--- config.mk ---
export PLATFORM = sky130hd
export DESIGN_NAME = lockout_arb
export DESIGN_NICKNAME = d
export VERILOG_FILES = /design/src/rtl/lockout_arb_pkg.sv /design/src/rtl/lkarb_pick.sv /design/src/rtl/lkarb_lock.sv /design/src/rtl/lockout_arb.sv
export SDC_FILE = /design/constraint.sdc
export NUM_CORES = 1
export LEC_CHECK = 0
export ABC_AREA = 1
export ABC_CLOCK_PERIOD_IN_PS = 1600
export BUFFER_PORTS_ARGS = -buffer_cell sky130_fd_sc_hd__clkbuf_2
export CAP_MARGIN = 20
export CORE_AREA = 4 4 41 43
export DETAILED_ROUTE_END_ITERATION = 7
export DIE_AREA = 0 0 45 47
export SYNTH_ARGS = -nofsm -noshare
export SYNTH_HDL_FRONTEND = slang
export SYNTH_SLANG_ARGS = --single-unit
--- constraint.sdc ---
create_clock -name clk -period 1.6 [get_ports clk]
set_input_delay 0.24 -clock clk [delete_from_list [all_inputs] [get_ports clk]]
set_output_delay 0.24 -clock clk [all_outputs]
set_load 0.01 [all_outputs]
--- src/rtl/lockout_arb_pkg.sv ---
package lockout_arb_pkg;
    localparam int unsigned DEF_MASTERS = 4;
endpackage

--- src/rtl/lkarb_pick.sv ---
module lkarb_pick #(
    parameter int unsigned N = 4
) (
    input  logic [N-1:0] cand,
    output logic [N-1:0] pick
);
    logic [N:0] seen;
    assign seen[0] = 1'b0;
    for (genvar i = 0; i < N; i++) begin : g_chain
        assign pick[i]   = cand[i] & ~seen[i];
        assign seen[i+1] = seen[i] | cand[i];
    end
endmodule

--- src/rtl/lkarb_lock.sv ---
module lkarb_lock #(
    parameter int unsigned N = 4
) (
    input  logic [N-1:0] lock_cur,
    input  logic [N-1:0] winner,
    input  logic         accept,
    input  logic [N-1:0] req,
    output logic [N-1:0] lock_nxt,
    output logic [N-1:0] elig
);
    logic [N-1:0] lock_set;
    always_comb begin
        lock_set = lock_cur | (winner & {N{accept}});
        if ((req & ~lock_set) == '0) begin
            lock_nxt = '0;
        end else begin
            lock_nxt = lock_set;
        end
        elig = req & ~lock_nxt;
    end
endmodule

--- src/rtl/lockout_arb.sv ---
module lockout_arb #(
    parameter int unsigned N = lockout_arb_pkg::DEF_MASTERS
) (
    input  logic         clk,
    input  logic         rst_n,
    input  logic [N-1:0] req,
    input  logic         handover,
    output logic [N-1:0] gnt,
    output logic         gnt_vld
);
    typedef struct packed {
        logic [N-1:0] lock;
        logic [N-1:0] gnt;
        logic         vld;
    } st_t;

    st_t st_d, st_q;
    logic         accept;
    logic [N-1:0] lock_nxt, elig, pick;
    logic [N-1:0] lock_vec;

    assign accept = handover & st_q.vld;

    lkarb_lock #(.N(N)) u_lock (
        .lock_cur (st_q.lock),
        .winner   (st_q.gnt),
        .accept   (accept),
        .req      (req),
        .lock_nxt (lock_nxt),
        .elig     (elig)
    );

    lkarb_pick #(.N(N)) u_pick (
        .cand (elig),
        .pick (pick)
    );

    always_comb begin
        st_d      = st_q;
        st_d.lock = lock_nxt;
        if (!st_q.vld || accept) begin
            st_d.gnt = pick;
            st_d.vld = |elig;
        end
    end

    always_ff @(posedge clk or negedge rst_n) begin
        if (!rst_n) begin
            st_q <= '0;
        end else begin
            st_q <= st_d;
        end
    end

    assign gnt      = st_q.gnt;
    assign gnt_vld  = st_q.vld;
    assign lock_vec = st_q.lock;
endmodule

==> results of run 1 <==
## final cells by class
cell class | count | share of cell area (%)
Timing Repair Buffer | 12 | 11.2
Inverter | 13 | 8.37
Tap cell | 15 | 3.22
Clock buffer | 4 | 4.51
Multi-Input combinational cell | 37 | 34.1
Sequential cell | 9 | 38.6
## worst max-delay path by stage
stage | from | end | depth (start not counted)
2_1_floorplan | gnt_vld$_DFFE_PN0P_ | gnt[3]$_DFFE_PN0P_ | 9
3_3_place_gp | gnt_vld$_DFFE_PN0P_ | gnt[3]$_DFFE_PN0P_ | 7
3_5_place_dp | gnt_vld$_DFFE_PN0P_ | gnt[2]$_DFFE_PN0P_ | 7
4_1_cts | gnt_vld$_DFFE_PN0P_ | gnt[2]$_DFFE_PN0P_ | 7
5_1_grt | gnt_vld$_DFFE_PN0P_ | gnt[2]$_DFFE_PN0P_ | 7
6_report | gnt_vld$_DFFE_PN0P_ | gnt[3]$_DFFE_PN0P_ | 7
## worst max-delay path: stages (launching register included)
cell      delay [ps]
dfrtp_1          440
nand3_1          130
nand3_1           90
nand2_2          100
nor2_1            60
o21ai_2          200
nand3_1          100
o21bai_1         140
## cell families after synthesis
| family | after synthesis |
|---|---|
| and+or+nand+nor | 30 |
| AOI/OAI and AO/OA | 7 |
| buffers and inverters | 13 |
| DFF | 9 |
## synth_stat cells (all sizes together)
cell type / number
o21bai: 1
nand3: 11
dfrtp: 9
inv: 13
a21oi: 1
nand2: 14
o21ai: 4
o21a: 1
nor2: 4
nand4: 1
## state kept, by name (all words and copies together), names as in the netlist
signal	count
gnt	4
lock_vec	4
gnt_vld	1
## per-stage QoR
step	total power (uW)	hold WS [ps]	setup slack (ps)	util (%)	cells
after floorplan	662	-55.6	388	-	59
after global placement	770	116	324	42.0	85
after detailed placement	779	117	260	42.0	85
after CTS	965	253	234	44.8	90
after global routing	1030	283	121	44.8	90
final	948	258	261	44.8	90
## report_power, final
part	internal [uW]	switching (uW)	total (uW)	leakage, uW
clock network	96.2	81.0	177	0.0000150
logic	154	259	413	0.000206
registers	312	46.5	358	0.000112
total	561	387	948	0.000333
## routing by layer
metal  up-vias  track usage (%)  wire (um)
met2         6             18.9        508
met4         0             5.26          0
met3         0             3.83         41
met1       184             13.3        473
met5         -                0          0
li1        217                -          -
==> metrics.cfg, run 1 <==
[placement]
gp_congestion=0.809
dp_hpwl_um=836
io_buffers=11
place_area_um2=547

[timing]
period_share_pct=83.7
fmax_mhz=747
fin_worst_skew_ps=1.72
finalHoldViolCount=0
timing_worst_slew_pin_value_ps=269
slew_headroom_pct=82.0
rsz0062_at_grt=false
fin_tns_setup_ps=0
finalCriticalPeriod_ps=1340
finalMaxSlewViolations=0
setup_viol=0

[route]
drt-pass1-iter-count=3
routed_wl_um=1020
wl_per_cell_um=11.4
drc=0
first_iter_violations=5
via_count=407
via_per_inst=4.52
drt.antenna.violating_nets=0

[synthesis]
synthTopCellsByArea=dfrtp_1 48%, nand3_1 11%, inv_1 10%, nand2_2 9.3%, nand2_1 5.6%
yosysTopAreaCellShare_pct=47.6
synth_nets=66
synth_fa_ha_area_share_pct=0
yosys.area.top_type=dfrtp_1
synth_xor_area_share_pct=0
synth.avg_cell_area_um2=8.02
synth-seq-cells=9
syn_area_um2=473
yosys_warnings=0
synth_compound_area_share_pct=10.1
yosys.cell_types.count=13
synth_top_family_by_area=simple AND/OR/NAND/NOR gates
ys_seq_area_share_pct=47.6
synthCells=59
synth_mux_area_share_pct=0
synth-simple-area-share_pct=32.0

[global_route]
grt_pass1_vias=397
antenna_found_initial=0
gr-total-overflow=0
track_usage_pct=11.4
grt_pass1_wl_um=1690
grt_max_degree=10

[finish]
fillerInstances=139
layout_commonest_cell=inv_1
nets=83
final_cell_mix=13 x inv_1, 11 x clkbuf_2, 10 x nand3_1, 9 x dfrtp_1
drive_above_1_share_pct=32.0
regArea_um2=225
antenna_cells=0
multi_input_area_um2=199
fin_area_um2=583
syn_to_final_growth_pct=23.3

[status]
outcome=completed

[setup_path]
worstSetupPathType=register to register
cp_data_required_time_ps=1780
cp-start-kind=register
reg2reg_depth=7
r2r_slack_ps=260
worstPathArrival_ps=1520
cp-end-kind=register
r2r_end=gnt[3]$_DFFE_PN0P_
path_max_fanout=6
rr_startpoint=gnt_vld$_DFFE_PN0P_

[clocking]
cts_buffers=3
cts-root-buf=clkbuf_4
cts_hold_buffers=1
cts_resized=0
clock_latency_ps=260
cts_sinks=9
cts_buffer_depth=2
clkTransAtPathRegs_ps=60
cts_htree_levels=1
cts_setup_buffers=0
cts_tree=built

[floorplan]
placementRows=13
die_width_um=45
die-area_um2=2120
chipHeight_um=47
core_um2=1300
start_util_pct=36.3
io_pins=12

[power]
p_per_area_nw_per_um2=1630
p_leak_uw=0.000333
ir_worst_vdd_v=0.000605

[hold_path]
hold_start=req[2]
holdPathEnd=gnt[2]$_DFFE_PN0P_
hp-class=primary input to register
min_path_cells=3

[run]
cap_violations=0

Power figures use the tool's default switching activity.
==> run 2: changes to the inputs <==
ABC_CLOCK_PERIOD_IN_PS = 1300   (was 1600)
clock period = 1.3 ns   (was 1.6 ns; I/O delays follow)
==> run 2 against run 1 <==
Effect of this change: the flow now finishes with violations (setup timing); hold slack worse by 57 ps; combinational power is 80% higher; non-clock buffer count up 5; sequential cell count did not move; clock skew increased by 1.5 ps; highest routed layer is now met4.
==> metrics.cfg, run 2 (synthesized netlist as in run 1, its figures left out) <==
[finish]
multi_input_area_um2=290  ; +46%
fin_util_pct=55.1  ; +10 points
fillerInstances=141  ; +1.4%
regArea_um2=226  ; +0.56%
nets=88  ; +6.0%
layout_commonest_cell=inv_1
final_cell_mix=12 x inv_1, 11 x clkbuf_2, 9 x nand3_2, 8 x dfrtp_1, 6 x nand2_1
syn_to_final_growth_pct=51.6
stdcell_count=95  ; +5.6%
antenna_cells=0  ; unchanged
drive_above_1_share_pct=53.8  ; +22 points
fin_area_um2=717  ; +23%

[floorplan]
chipHeight_um=47  ; unchanged
core_um2=1300  ; unchanged
die-area_um2=2120  ; unchanged
die_width_um=45  ; unchanged
start_util_pct=36.3  ; unchanged
io_pins=12  ; unchanged
placementRows=13  ; unchanged

[global_route]
grt_max_degree=10  ; unchanged
use_met2_pct=18.1  ; -0.85 points
antenna_found_initial=0  ; unchanged
grt.met1_usage_pct=14.9  ; +1.5 points
grt.busiest_layer=met2
track_usage_pct=12.3  ; +0.92 points
grtUsageMet3_pct=3.45  ; -0.38 points
gr-total-overflow=0  ; unchanged
grt_pass1_wl_um=1750  ; +3.3%
grt_pass1_vias=415  ; +4.5%

[power]
ir_worst_vdd_v=0.000920  ; +52%
p_leak_uw=0.000384  ; +15%
power_uw=1420  ; +49%
p_per_area_nw_per_um2=1970  ; +21%

[setup_path]
cp-end-kind=register
cp-start-kind=register
cpPeakStageDelay_ps=420  ; -20 ps
path_cells=nand3_2 > nand3_2 > nand2_4 > buf_6 > o21ai_4 > nand2_2 > nand2_2 > o21ai_1
slowest_stage=dfrtp_2
worstPathArrival_ps=1450  ; -70 ps
path_max_fanout=5  ; -1
path_delay_family=simple AND/OR/NAND/NOR gates
worstSetupPathType=register to register
worstPathBufferInverterCount=1  ; +1
cp_data_required_time_ps=1440  ; -340 ps

[run]
cap_violations=0  ; unchanged

[clocking]
cts-root-buf=clkbuf_4
clkTransAtPathRegs_ps=60  ; about the same
cts_buffer_depth=2  ; unchanged
cts_buffers=3  ; unchanged
cts_htree_levels=1  ; unchanged
cts_tree=built
cts_sinks=9  ; unchanged
clock_latency_ps=260  ; about the same

[status]
violations=setup timing
outcome=finished, violations left

[route]
drt-pass1-iter-count=3  ; unchanged
first_iter_violations=1  ; -4
via_per_inst=4.74  ; +4.7%
drt.antenna.violating_nets=0  ; unchanged
drc=0  ; unchanged
via_count=450  ; +11%
routed_wl_um=1210  ; +18%
wl_per_cell_um=12.7  ; +12%

[timing]
fmax_mhz=764  ; +2.3%
timing_worst_slew_pin_value_ps=240  ; -29.1 ps
finalHoldViolCount=0  ; unchanged
worst_slack_ps=-9.01  ; -270 ps
slew_headroom_pct=84.0  ; +2.0 points
fin_tns_setup_ps=-14.2  ; -14.2 ps
fin_worst_skew_ps=3.23  ; +1.51 ps
period_share_pct=101  ; +17 points
finalMaxSlewViolations=0  ; unchanged
rsz0062_at_grt=true
finalCriticalPeriod_ps=1310  ; -30.2 ps
setup_viol=2  ; +2

[placement]
gp_congestion=0.756  ; -6.6%
dp_hpwl_um=778  ; -6.9%
place_area_um2=547  ; unchanged
dpl.cell_count=85  ; unchanged
io_buffers=11  ; unchanged

[hold_path]
hp-class=primary input to register

## run 2: cell types whose count changed in the layout (fill, tap and decap cells not counted), moves of 2 or more
cell,delta
o21ai_2,-2
buf_4,+4
nand2_4,+4
nand2_2,-3
o21ai_4,+2
nor2_1,-2
nand3_2,+8
nand3_1,-8
## run 2: power breakdown
part,switching (uW),internal [uW],total (uW)
clock,101,119,220
sequential,67.9,385,453
combinational,446,298,743
total,615,801,1420
## run 2: path summary, 6_finish.rpt
| kind | from | slack (ps) | cells past startpoint | endpoint |
|---|---|---|---|---|
| max | gnt_vld$_DFFE_PN0P_ | -9 | 8 | gnt[1]$_DFFE_PN0P_ |
| min in group asynchronous | rst_n | 330 | 2 | gnt[2]$_DFFE_PN0P_ |
| max in group asynchronous | rst_n | 760 | 2 | gnt_vld$_DFFE_PN0P_ |
| min | req[3] | 200 | 3 | gnt_vld$_DFFE_PN0P_ |
| min reg2reg | gnt[2]$_DFFE_PN0P_ | 550 | 2 | gnt[2]$_DFFE_PN0P_ |
| max reg2reg | gnt_vld$_DFFE_PN0P_ | -9 | 8 | gnt[1]$_DFFE_PN0P_ |
## run 2: worst min-delay path, cell delays in order
cell and delay (ps):
clkbuf_2 120, a21oi_2 50, nand4_1 60
## run 2: per-layer routing
metal  wire [um]  part of all wire [%]
met1         517                    43
met2         611                    51
met3          42                   3.5
met4          35                   2.9
met5           0                     0
## run 2: what timing repair did
item,CTS,global route
resized for setup,0,22
buffers inserted,1,4
setup endpoints to repair,1,5
hold endpoints to repair,9,0
hold buffers,1,0
gates cloned,0,0
pin swaps,0,14
## run 2: area by class of cell
type / instances / area share, %
Clock buffer: 4 / 3.66
Inverter: 13 / 6.81
Multi-Input combinational cell: 37 / 40.5
Sequential cell: 9 / 31.6
Tap cell: 15 / 2.62
Timing Repair Buffer: 17 / 14.8
## run 2: through the flow
stage	hold WS, ps	setup slack, ps
3_5_place_dp	70.7	-0.201
6_report	201	-9.01
5_1_grt	216	-95.0
4_1_cts	200	3.92
3_3_place_gp	69.0	17.9
2_1_floorplan	-101	87.6
